$ cat src/rtl/qrd_pkg.sv
package qrd_pkg;

  localparam logic [7:0] OPC_DUAL_IO = 8'hBB;
  localparam logic [7:0] OPC_QUAD_IO = 8'hEB;
  localparam logic [3:0] KEEP_NIB    = 4'hA;

  typedef enum logic [2:0] {
    PH_OPC, PH_ADDR, PH_MODE, PH_DUMMY, PH_DATA, PH_IGN
  } phase_t;

  // Lane value for one output slot of a byte. Quad uses slots 0..1 (upper
  // nibble first); dual uses slots 0..3 on the two low lanes, MSB pair first.
  function automatic logic [3:0] lane_slice(input logic [7:0] b,
                                            input logic [1:0] slot,
                                            input logic       quad);
    if (quad) return slot[0] ? b[3:0] : b[7:4];
    case (slot)
      2'd0:    return {2'b00, b[7:6]};
      2'd1:    return {2'b00, b[5:4]};
      2'd2:    return {2'b00, b[3:2]};
      default: return {2'b00, b[1:0]};
    endcase
  endfunction

  // Number of serial clocks that carry a field of 'bits' bits.
  function automatic int field_clks(input int bits, input logic quad);
    return quad ? bits / 4 : bits / 2;
  endfunction

endpackage

$ cat src/rtl/qrd_edge_sync.sv
module qrd_edge_sync (
  input  logic       clk,
  input  logic       rst_n,
  input  logic       sclk,
  input  logic       cs_n,
  input  logic [3:0] io_in,
  output logic [3:0] io_s,
  output logic       sclk_rise,
  output logic       sclk_fall,
  output logic       frame_act
);
  logic [2:0] sclk_sh;
  logic [1:0] cs_sh;
  logic [3:0] io_s1, io_s2;

  always_ff @(posedge clk or negedge rst_n) begin
    if (!rst_n) begin
      sclk_sh <= '0;
      cs_sh   <= 2'b11;
      io_s1   <= '0;
      io_s2   <= '0;
    end else begin
      sclk_sh <= {sclk_sh[1:0], sclk};
      cs_sh   <= {cs_sh[0], cs_n};
      io_s1   <= io_in;
      io_s2   <= io_s1;
    end
  end

  assign sclk_rise = sclk_sh[1] & ~sclk_sh[2];
  assign sclk_fall = ~sclk_sh[1] & sclk_sh[2];
  assign frame_act = ~cs_sh[1];
  assign io_s      = io_s2;
endmodule

$ cat src/rtl/qrd_frame_ctrl.sv
module qrd_frame_ctrl
  import qrd_pkg::*;
#(
  parameter int ADDR_W     = 24,
  parameter int QUAD_DUMMY = 4
) (
  input  logic              clk,
  input  logic              rst_n,
  input  logic              frame_act,
  input  logic              sclk_rise,
  input  logic [3:0]        io_s,
  input  logic              qe,
  input  logic              busy,
  output phase_t            phase,
  output logic              frame_quad,
  output logic [ADDR_W-1:0] start_addr,
  output logic              mode_done,
  output logic              reset_pat,
  output logic              data_start,
  output logic              cont
);
  localparam int ACLK_Q = ADDR_W / 4;
  localparam int ACLK_D = ADDR_W / 2;
  localparam int CNT_W  = $clog2(ACLK_D + QUAD_DUMMY + 9);

  phase_t            phase_q;
  logic [CNT_W-1:0]  cnt_q;
  logic              quad_q, skip_q, cont_q, cont_quad_q;
  logic [6:0]        op_q;
  logic [ADDR_W-1:0] addr_q;
  logic [5:0]        mode_q;

  logic [7:0]        op_nxt, mode_nxt;
  logic [ADDR_W-1:0] addr_nxt;
  logic              op_last, addr_last, mode_last, dummy_last, accept, step;

  assign step       = frame_act & sclk_rise;
  assign op_nxt     = {op_q, io_s[0]};
  assign addr_nxt   = quad_q ? {addr_q[ADDR_W-5:0], io_s} : {addr_q[ADDR_W-3:0], io_s[1:0]};
  assign mode_nxt   = quad_q ? {mode_q[3:0], io_s} : {mode_q, io_s[1:0]};
  assign op_last    = cnt_q == CNT_W'(7);
  assign addr_last  = cnt_q == CNT_W'(quad_q ? ACLK_Q - 1 : ACLK_D - 1);
  assign mode_last  = cnt_q == CNT_W'(field_clks(8, quad_q) - 1);
  assign dummy_last = cnt_q == CNT_W'(QUAD_DUMMY - 1);
  assign accept     = ~busy & (~quad_q | qe);

  assign mode_done  = step & (phase_q == PH_MODE) & mode_last;
  assign reset_pat  = mode_done & skip_q & (&addr_q) & (&mode_nxt);
  assign data_start = (mode_done & accept & ~reset_pat & ~quad_q) |
                      (step & (phase_q == PH_DUMMY) & dummy_last);

  always_ff @(posedge clk or negedge rst_n) begin
    if (!rst_n) begin
      phase_q     <= PH_OPC;
      cnt_q       <= '0;
      quad_q      <= 1'b0;
      skip_q      <= 1'b0;
      cont_q      <= 1'b0;
      cont_quad_q <= 1'b0;
      op_q        <= '0;
      addr_q      <= '0;
      mode_q      <= '0;
    end else if (!frame_act) begin
      phase_q <= cont_q ? PH_ADDR : PH_OPC;
      cnt_q   <= '0;
      quad_q  <= cont_quad_q;
      skip_q  <= cont_q;
    end else if (sclk_rise) begin
      case (phase_q)
        PH_OPC: begin
          op_q  <= op_nxt[6:0];
          cnt_q <= cnt_q + 1'b1;
          if (op_last) begin
            cnt_q <= '0;
            if (op_nxt == OPC_DUAL_IO) begin
              quad_q  <= 1'b0;
              phase_q <= PH_ADDR;
            end else if (op_nxt == OPC_QUAD_IO) begin
              quad_q  <= 1'b1;
              phase_q <= PH_ADDR;
            end else begin
              phase_q <= PH_IGN;
            end
          end
        end
        PH_ADDR: begin
          addr_q <= addr_nxt;
          cnt_q  <= cnt_q + 1'b1;
          if (addr_last) begin
            cnt_q   <= '0;
            phase_q <= PH_MODE;
          end
        end
        PH_MODE: begin
          mode_q <= mode_nxt[5:0];
          cnt_q  <= cnt_q + 1'b1;
          if (mode_last) begin
            cnt_q <= '0;
            if (reset_pat) begin
              cont_q  <= 1'b0;
              phase_q <= PH_IGN;
            end else if (accept) begin
              cont_q      <= (mode_nxt[7:4] == KEEP_NIB);
              cont_quad_q <= quad_q;
              phase_q     <= quad_q ? PH_DUMMY : PH_DATA;
            end else begin
              phase_q <= PH_IGN;
            end
          end
        end
        PH_DUMMY: begin
          cnt_q <= cnt_q + 1'b1;
          if (dummy_last) begin
            cnt_q   <= '0;
            phase_q <= PH_DATA;
          end
        end
        default: ;
      endcase
    end
  end

  assign phase      = phase_q;
  assign frame_quad = quad_q;
  assign start_addr = addr_q;
  assign cont       = cont_q;
endmodule

$ cat src/rtl/qrd_data_lanes.sv
module qrd_data_lanes
  import qrd_pkg::*;
#(
  parameter int ADDR_W = 24
) (
  input  logic              clk,
  input  logic              rst_n,
  input  logic              frame_act,
  input  logic              sclk_fall,
  input  logic              in_data,
  input  logic              frame_quad,
  input  logic              data_start,
  input  logic [ADDR_W-1:0] start_addr,
  input  logic [7:0]        mem_data,
  output logic [ADDR_W-1:0] mem_addr,
  output logic [3:0]        io_out,
  output logic [3:0]        io_oe,
  output logic              byte_done
);
  logic [ADDR_W-1:0] rd_addr;
  logic [1:0]        slot;
  logic [3:0]        out_q, oe_q;
  logic              last_slot;

  assign last_slot = frame_quad ? (slot == 2'd1) : (slot == 2'd3);
  assign byte_done = frame_act & sclk_fall & in_data & last_slot;

  always_ff @(posedge clk or negedge rst_n) begin
    if (!rst_n) begin
      rd_addr <= '0;
      slot    <= '0;
      out_q   <= '0;
      oe_q    <= '0;
    end else if (!frame_act) begin
      slot  <= '0;
      out_q <= '0;
      oe_q  <= '0;
    end else if (data_start) begin
      rd_addr <= start_addr;
      slot    <= '0;
    end else if (sclk_fall && in_data) begin
      out_q <= lane_slice(mem_data, slot, frame_quad);
      oe_q  <= frame_quad ? 4'hF : 4'h3;
      if (last_slot) begin
        slot    <= '0;
        rd_addr <= rd_addr + 1'b1;
      end else begin
        slot <= slot + 1'b1;
      end
    end
  end

  assign mem_addr = rd_addr;
  assign io_out   = out_q;
  assign io_oe    = oe_q;
endmodule

$ cat src/rtl/qio_read_seq.sv
module qio_read_seq
  import qrd_pkg::*;
#(
  parameter int ADDR_W     = 24,
  parameter int QUAD_DUMMY = 4
) (
  input  logic              clk,
  input  logic              rst_n,
  input  logic              sclk,
  input  logic              cs_n,
  input  logic [3:0]        io_in,
  output logic [3:0]        io_out,
  output logic [3:0]        io_oe,
  input  logic              qe,
  input  logic              busy,
  output logic [ADDR_W-1:0] mem_addr,
  input  logic [7:0]        mem_data
);
  logic [3:0]        io_s;
  logic              sclk_rise, sclk_fall, frame_act;
  phase_t            phase;
  logic              frame_quad, mode_done, reset_pat, data_start, cont;
  logic              in_data, byte_done;
  logic [ADDR_W-1:0] start_addr;

  qrd_edge_sync u_sync (
    .clk, .rst_n, .sclk, .cs_n, .io_in,
    .io_s, .sclk_rise, .sclk_fall, .frame_act
  );

  qrd_frame_ctrl #(.ADDR_W(ADDR_W), .QUAD_DUMMY(QUAD_DUMMY)) u_ctrl (
    .clk, .rst_n, .frame_act, .sclk_rise, .io_s, .qe, .busy,
    .phase, .frame_quad, .start_addr, .mode_done, .reset_pat,
    .data_start, .cont
  );

  assign in_data = (phase == PH_DATA);

  qrd_data_lanes #(.ADDR_W(ADDR_W)) u_lanes (
    .clk, .rst_n, .frame_act, .sclk_fall, .in_data, .frame_quad,
    .data_start, .start_addr, .mem_data,
    .mem_addr, .io_out, .io_oe, .byte_done
  );
endmodule

$ cat config.mk
export PLATFORM = sky130hd
export DESIGN_NAME = qio_read_seq
export DESIGN_NICKNAME = d
export VERILOG_FILES = /design/src/rtl/qrd_pkg.sv /design/src/rtl/qrd_edge_sync.sv /design/src/rtl/qrd_frame_ctrl.sv /design/src/rtl/qrd_data_lanes.sv /design/src/rtl/qio_read_seq.sv
export SDC_FILE = /design/constraint.sdc
export NUM_CORES = 1
export LEC_CHECK = 0
export BUFFER_PORTS_ARGS = -buffer_cell sky130_fd_sc_hd__buf_2
export CORE_ASPECT_RATIO = 2
export CORE_UTILIZATION = 37
export CTS_CLUSTER_DIAMETER = 40
export DETAILED_ROUTE_END_ITERATION = 12
export HOLD_SLACK_MARGIN = 0.06
export PLACE_DENSITY = 0.61
export SLEW_MARGIN = 20
export SYNTH_ARGS = -nofsm -noshare
export SYNTH_HDL_FRONTEND = slang
export SYNTH_SLANG_ARGS = --single-unit
export TNS_END_PERCENT = 50
$ cat constraint.sdc
create_clock -name clk -period 2.9 [get_ports clk]
set_clock_uncertainty 0.1 [all_clocks]
set_input_delay 0.725 -clock clk [delete_from_list [all_inputs] [get_ports clk]]
set_output_delay 0.725 -clock clk [all_outputs]
set_load 0.01 [all_outputs]
==> results.sh, run 1 <==
export IMPL_status="finished clean"
export IMPL_num_vias=3883
export IMPL_worstPathArrival_ns=2.76
export IMPL_cts_buffers=9
export IMPL_finalSetupViolations=0
export IMPL_finalHoldViolCount=0
export IMPL_grt_max_degree=47
export IMPL_place_gp_congestion=0.895
export IMPL_clkTransAtPathRegs_ns=0.08
export IMPL_chipWidth_um=83.5
export IMPL_cts_setup_buffers=0
export IMPL_rsz0062_at_grt="false"
export IMPL_critPathLaunchType="register"
export IMPL_period_share_pct=89.5
export IMPL_ys_ff_latch=94
export IMPL_crit_required_ns=3.06
export IMPL_first_pass_iters=4
export IMPL_crit_type="register to register"
export IMPL_p_clk_share_pct=42.4
export IMPL_seqPwrFrac_pct=50.8
export IMPL_period_needed_ns=2.60
export IMPL_drc=0
export IMPL_max_freq_mhz=385
export IMPL_vias_per_cell=5.60
export IMPL_slew_violations=0
export IMPL_die_y_um=165
export IMPL_crit_fanout=9
export IMPL_slew_headroom_pct=62.3
export IMPL_routed_wl_mm=12.4
export IMPL_grt_ovfl_total=0
export IMPL_cts_sinks=94
export IMPL_holdBufCountCts=0
export IMPL_internal_power_mw=2.07
export IMPL_fillers=1273
export IMPL_drv_cap=0
export IMPL_p_switching_mw=0.729
export IMPL_synth_seq_area_share_pct=47.9
export IMPL_cellPowerDensity_mw_per_mm2=496
export IMPL_grt_first_pass_wirelength_mm=19.9
export IMPL_synth_nets=510
export IMPL_cts_max_level=3
export IMPL_clock_latency_ns=0.35
export IMPL_dp_hpwl_mm=9.23
export IMPL_cts_tree="done"
export IMPL_n_antenna_cell=0
export IMPL_worstMarginPinSlew_ns=0.562
export IMPL_synth_cells=486
export IMPL_ir_worst_vdd_mv=0.345
export IMPL_grt_use_total_pct=18.7
export IMPL_avgSynthCellArea_um2=10.1
export IMPL_fin_nets=560
export IMPL_clock_root_buffer="clkbuf_16"
export IMPL_place_area_mm2=0.00535
export IMPL_synth_main_ff_cell="dfrtp_1"
export IMPL_async_flop_share_pct=100
export IMPL_pin_count=50
export IMPL_syn2layout_area_growth_pct=15.0
export IMPL_end_kind="register"
export IMPL_yosysWarnings=0
export IMPL_portBuffers=49
export IMPL_yosysUniqueCellTypes=65
export IMPL_antenna_found_initial=0
export IMPL_routedWlPerCell_um=17.8
export IMPL_synthesis_area_mm2=0.00491
export IMPL_coreArea_mm2=0.0130
export IMPL_synth_edf_count=0
export IMPL_setup_tns_final_ns=0
export IMPL_cts_repair_resized=0
export IMPL_initial_core_util_pct=37.8
export IMPL_rows=59
export IMPL_min_path_type="primary input to asynchronous set/reset pin"
export IMPL_drtAntennaViolNets=0
export IMPL_leakage_nw=2.59
export IMPL_cts_buffer_depth=2
export IMPL_p_sw_share_pct=26.0
export IMPL_grt_pass1_vias=4006
export IMPL_p_comb_share_pct=6.7
export IMPL_drive_above_1_share_pct=21.3
export IMPL_initialDrtViolationCount=199
export IMPL_dieArea_mm2=0.0138
export IMPL_final_cell_area_mm2=0.00565
[layout make-up]
| cell class | instances | area (um^2) | area share [%] |
|---|---|---|---|
| multi-input combinational | 360 | 2400 | 42.5 |
| sequential | 94 | 2360 | 41.7 |
| timing repair buffer | 66 | 388 | 6.87 |
| clock buffer | 9 | 225 | 3.99 |
| tap | 152 | 190 | 3.37 |
| clock inverter | 7 | 68.8 | 1.22 |
| inverter | 5 | 18.8 | 0.332 |
[stage by stage]
stage	hold WS, ns	instances	setup slack [ns]	total power, mW	util [%]
2_1_floorplan	0.231	486	0.669	1.56	-
3_3_place_gp	0.240	677	0.365	1.63	41.2
3_5_place_dp	0.238	677	0.337	1.64	41.2
4_1_cts	0.223	693	0.313	2.83	43.5
5_1_grt	0.231	693	0.155	2.90	43.5
6_report	0.217	693	0.304	2.80	43.5
[cells by family (layout without fill, tap and decap cells)]
logic type	after synthesis	in the layout	synth area share [%]
DFF	94	94	47.9
buffers and inverters	32	87	3.16
AOI/OAI and AO/OA	92	92	12.7
xor gates and xnor gates	10	10	1.78
adders and majority gates	6	6	1.53
muxes	47	47	9.91
and+or+nand+nor	205	205	23.0
[worst max-delay path, stage by stage, from the launching register on]
cell and delay, ns:
dfrtp_1 0.54, ha_1 0.31, mux2i_1 0.11, or4b_1 0.75
nor2_8 0.22, and4_4 0.25, nor3_1 0.05, a211oi_2 0.18
[cells in the mapped netlist (all sizes together), types with 2 or more instances]
cell type / n / share of area [%]
o21ai: 35 / 3.6
mux2: 13 / 3.0
and3: 8 / 1.0
nand4: 10 / 1.3
nor4b: 2 / 0.97
and2: 3 / 0.38
nor3: 12 / 1.6
dfstp: 2 / 1.1
o22ai: 2 / 0.25
or3: 3 / 0.38
xor2: 5 / 0.89
nor4: 3 / 0.38
nand3: 28 / 3.0
buf: 10 / 1.5
mux2i: 34 / 6.9
o211ai: 11 / 1.7
a211oi: 6 / 1.0
a221o: 2 / 0.41
nor3b: 2 / 0.31
or2: 2 / 0.25
a221oi: 2 / 0.36
or4b: 2 / 0.41
a21oi: 13 / 1.3
nand3b: 11 / 1.8
o41ai: 3 / 0.84
clkbuf: 17 / 1.3
a31o: 2 / 0.36
nor2b: 3 / 0.38
and4: 8 / 1.5
a211o: 2 / 0.36
nand2: 73 / 5.6
inv: 5 / 0.38
or4: 3 / 0.46
o311ai: 2 / 0.36
nor2: 26 / 2.4
nor4bb: 2 / 0.41
ha: 6 / 1.5
a22o: 2 / 0.36
dfrtp: 92 / 47
a21o: 2 / 0.31
a31oi: 3 / 0.69
xnor2: 5 / 0.89
[routing by layer]
| metal | vias to the layer above | global-route usage [%] | routed length, um |
|---|---|---|---|
| met5 | - | 0 | 0 |
| met4 | 0 | 15.4 | 790 |
| met3 | 37 | 2.05 | 295 |
| met2 | 86 | 34.8 | 6800 |
| met1 | 1892 | 18.6 | 4480 |
| li1 | 1868 | - | - |
[final timing paths]
check | startpoint | slack (ns) | cells after the start | endpoint
max | u_lanes.slot[0]$_DFFE_PN0P_ | 0.30 | 7 | u_lanes.mem_addr[10]$_DFFE_PN0P_
min | rst_n | 0.22 | 1 | u_ctrl.mode_q[3]$_DFFE_PN0P_
max reg2reg | u_lanes.slot[0]$_DFFE_PN0P_ | 0.30 | 7 | u_lanes.mem_addr[10]$_DFFE_PN0P_
min reg2reg | u_sync.io_s1[1]$_DFF_PN0_ | 0.25 | 0 | u_sync.io_s[1]$_DFF_PN0_
max in group asynchronous | rst_n | 1.81 | 2 | u_ctrl.mode_q[4]$_DFFE_PN0P_
min in group clk | u_sync.io_s1[1]$_DFF_PN0_ | 0.25 | 0 | u_sync.io_s[1]$_DFF_PN0_
[registers in the layout (all words and copies together), names as in the netlist]
name	count
u_ctrl.op_q	7
u_lanes.slot	2
u_ctrl.mode_q	6
u_sync.cs_sh	2
u_ctrl.start_addr	24
u_ctrl.frame_quad	1
u_sync.io_s1	4
u_lanes.io_out	4
u_ctrl.cont_quad_q	1
u_sync.sclk_sh	3
u_ctrl.cnt_q	5
u_ctrl.skip_q	1
u_ctrl.cont	1
u_sync.io_s	4
u_lanes.mem_addr	24
u_lanes.io_oe	2
u_ctrl.phase	3
[placed cells by master (no fill, tap or decap), drive strengths merged, types with 3 or more instances in the layout]
master,instances
a211oi,6
a21oi,13
a31oi,3
and2,3
and3,8
and4,8
buf,66
clkbuf,9
dfrtp,92
ha,6
inv,12
mux2,13
mux2i,34
nand2,73
nand3,28
nand3b,11
nand4,10
nor2,26
nor2b,3
nor3,12
nor4,3
o211ai,11
o21ai,35
o41ai,3
or3,3
or4,3
xnor2,5
xor2,5
[power groups by stage]
stage / Combinational (mW) / Sequential, mW / Clock (mW)
4_1_cts: 0.192 / 1.42 / 1.22
5_1_grt: 0.209 / 1.43 / 1.26
3_5_place_dp: 0.192 / 1.45 / 0
2_1_floorplan: 0.133 / 1.42 / 0
3_3_place_gp: 0.186 / 1.45 / 0
6_report: 0.188 / 1.42 / 1.19
Note: power is estimated with default switching activity, not from simulation.
==> run 2: changes to the inputs <==
--- a/config.mk
+++ b/config.mk
@@ -11,7 +11,6 @@
 export CTS_CLUSTER_DIAMETER = 40
 export DETAILED_ROUTE_END_ITERATION = 12
 export HOLD_SLACK_MARGIN = 0.06
-export PLACE_DENSITY = 0.61
 export SLEW_MARGIN = 20
 export SYNTH_ARGS = -nofsm -noshare
 export SYNTH_HDL_FRONTEND = slang
==> run 2 against run 1 <==
Die area unchanged. First-iteration DRC count is 15% higher. Setup slack worse by 0.0050 ns. Global-route usage increased by 0.79 points. Clock power barely moved. Maximum frequency fell by 0.19%. Sequential share of layout area down 0.24 points. Total power fell by 0.13%. Non-clock buffer count rose by 3. Sequential cell count stayed put. Utilization increased by 0.25 points. Combinational power grew 5%. Critical path type unchanged. Largest cell class unchanged. Largest power group unchanged.
==> results.sh, run 2 (same netlist as run 1, synthesis figures left out) <==
export IMPL_crit_type="register to register"
export IMPL_place_area_mm2=0.00539
export IMPL_place_gp_congestion=0.905
export IMPL_min_path_type="register to register"
export IMPL_rr_worst_depth=7
export IMPL_critical_path_top_delay_family="simple AND/OR/NAND/NOR gates"
export IMPL_vias_per_cell=5.69
export IMPL_ir_worst_vdd_mv=0.302
export IMPL_drive_above_1_share_pct=21.5
export IMPL_critPathMaxStageDelay_ns=0.74
export IMPL_rows=59
export IMPL_clkTransAtPathRegs_ns=0.07
export IMPL_clock_latency_ns=0.34
export IMPL_antenna_found_initial=0
export IMPL_crit_slowest_cell="or4b_1"
export IMPL_setup_ws_ns=0.299
export IMPL_setup_tns_final_ns=0
export IMPL_grt_ovfl_total=0
export IMPL_rsz0062_at_grt="false"
export IMPL_cts_sinks=94
export IMPL_initialDrtViolationCount=228
export IMPL_n_antenna_cell=0
export IMPL_die_y_um=165
export IMPL_worstPathArrival_ns=2.73
export IMPL_critPathLaunchType="register"
export IMPL_crit_cells=7
export IMPL_final_cell_area_mm2=0.00568
export IMPL_clock_root_buffer="clkbuf_16"
export IMPL_dp_hpwl_mm=9.82
export IMPL_fin_nets=563
export IMPL_portBuffers=49
export IMPL_cts_repair_resized=0
export IMPL_end_kind="register"
export IMPL_cellPowerDensity_mw_per_mm2=492
export IMPL_grt_use_total_pct=19.5
export IMPL_worstMarginPinSlew_ns=0.584
export IMPL_fin_cells=696
export IMPL_seq_area_mm2=0.00236
export IMPL_syn2layout_area_growth_pct=15.7
export IMPL_path_cells="ha_1, mux2i_1, or4b_1, nor2_2, and3_1, xnor2_1, o21ai_1"
export IMPL_num_vias=3960
export IMPL_max_freq_mhz=384
export IMPL_period_share_pct=89.7
export IMPL_cts_buffer_depth=2
export IMPL_coreArea_mm2=0.0130
export IMPL_finalSetupViolations=0
export IMPL_place_inst=680
export IMPL_fillers=1260
export IMPL_slew_headroom_pct=61.1
export IMPL_grt_pass1_vias=4017
export IMPL_crit_fanout=9
export IMPL_finalPower_mw=2.80
export IMPL_drv_cap=0
export IMPL_leakage_nw=2.59
export IMPL_cts_setup_buffers=0
export IMPL_cts_buffers=9
export IMPL_drtAntennaViolNets=0
export IMPL_slew_violations=0
export IMPL_dieArea_mm2=0.0138
export IMPL_path_buf_inv=0
export IMPL_cts_max_level=3
export IMPL_pin_count=50
export IMPL_min_path_cells=0
export IMPL_status="finished clean"
export IMPL_pre_cts_ws_ns=0.330
export IMPL_drc=0
export IMPL_routedWlPerCell_um=18.7
export IMPL_grt_first_pass_wirelength_mm=20.6
export IMPL_chipWidth_um=83.5
export IMPL_mostFrequentLayoutCell="dfrtp_1"
export IMPL_holdBufCountCts=0
export IMPL_cts_tree="done"
export IMPL_initial_core_util_pct=37.8
export IMPL_first_pass_iters=4
export IMPL_routed_wl_mm=13.0
export IMPL_layout_common_cells="dfrtp_1, nand2_1, buf_2"
export IMPL_period_needed_ns=2.60
export IMPL_finalHoldViolCount=0
export IMPL_crit_required_ns=3.03
export IMPL_grt_max_degree=47
export IMPL_multiInputGateArea_mm2=0.00240
run 2: cell count changes in the layout (fill, tap and decap cells not counted):
| cell | before | now |
|---|---|---|
| buf_12 | 1 | 2 |
| buf_4 | 17 | 19 |
| bufinv_16 | 0 | 1 |
| clkbuf_1 | 0 | 1 |
| clkinv_2 | 0 | 2 |
| clkinvlp_4 | 0 | 3 |
| inv_6 | 4 | 0 |
| inv_8 | 3 | 0 |
run 2: final cells by class:
cell class / count / share of cell area, %
repair buffers: 69 / 7.44
inverters: 5 / 0.330
multi-input cells: 360 / 42.3
clock buffers: 10 / 4.03
clock inverters: 6 / 1.10
flip-flops and latches: 94 / 41.5
well taps: 152 / 3.35
run 2: path summary, 6_finish.rpt:
check | startpoint | endpoint | slack [ns]
setup / recovery | u_lanes.slot[0]$_DFFE_PN0P_ | u_lanes.mem_addr[5]$_DFFE_PN0P_ | 0.30
hold / removal | u_sync.io_s1[3]$_DFF_PN0_ | u_sync.io_s[3]$_DFF_PN0_ | 0.25
setup reg to reg | u_lanes.slot[0]$_DFFE_PN0P_ | u_lanes.mem_addr[5]$_DFFE_PN0P_ | 0.30
hold reg to reg | u_sync.io_s1[3]$_DFF_PN0_ | u_sync.io_s[3]$_DFF_PN0_ | 0.25
max in group asynchronous | rst_n | u_sync.cs_sh[0]$_DFF_PN1_ | 1.72
min in group asynchronous | rst_n | u_sync.sclk_sh[0]$_DFF_PN0_ | 0.28
run 2: where the power goes:
group	total [mW]	leakage (nW)	internal (mW)	switching [mW]
Clock	1.18	0.134	0.666	0.511
Sequential	1.42	1.20	1.37	0.0556
Combinational	0.198	1.26	0.0970	0.101
Total	2.80	2.59	2.13	0.668
run 2: worst reg2reg max path: stages, from the launching register on:
cell and delay, ns:
dfrtp_1 0.56, ha_1 0.31, mux2i_1 0.12, or4b_1 0.74
nor2_2 0.26, and3_1 0.20, xnor2_1 0.12, o21ai_1 0.08
run 2: per-layer routing:
metal | vias to the layer above | GRT usage (%) | part of all wire (%)
met2 | 87 | 37.7 | 57
met4 | 0 | 13.9 | 6.3
li1 | 1870 | - | -
met1 | 1956 | 18.6 | 35
met3 | 47 | 2.75 | 2.2
met5 | - | 0 | 0
run 2: stage by stage:
step | util, % | hold slack [ns]
after floorplan | - | 0.231
after global placement | 41.5 | 0.236
after detailed placement | 41.5 | 0.240
after CTS | 43.7 | 0.255
after global routing | 43.7 | 0.262
final | 43.7 | 0.252
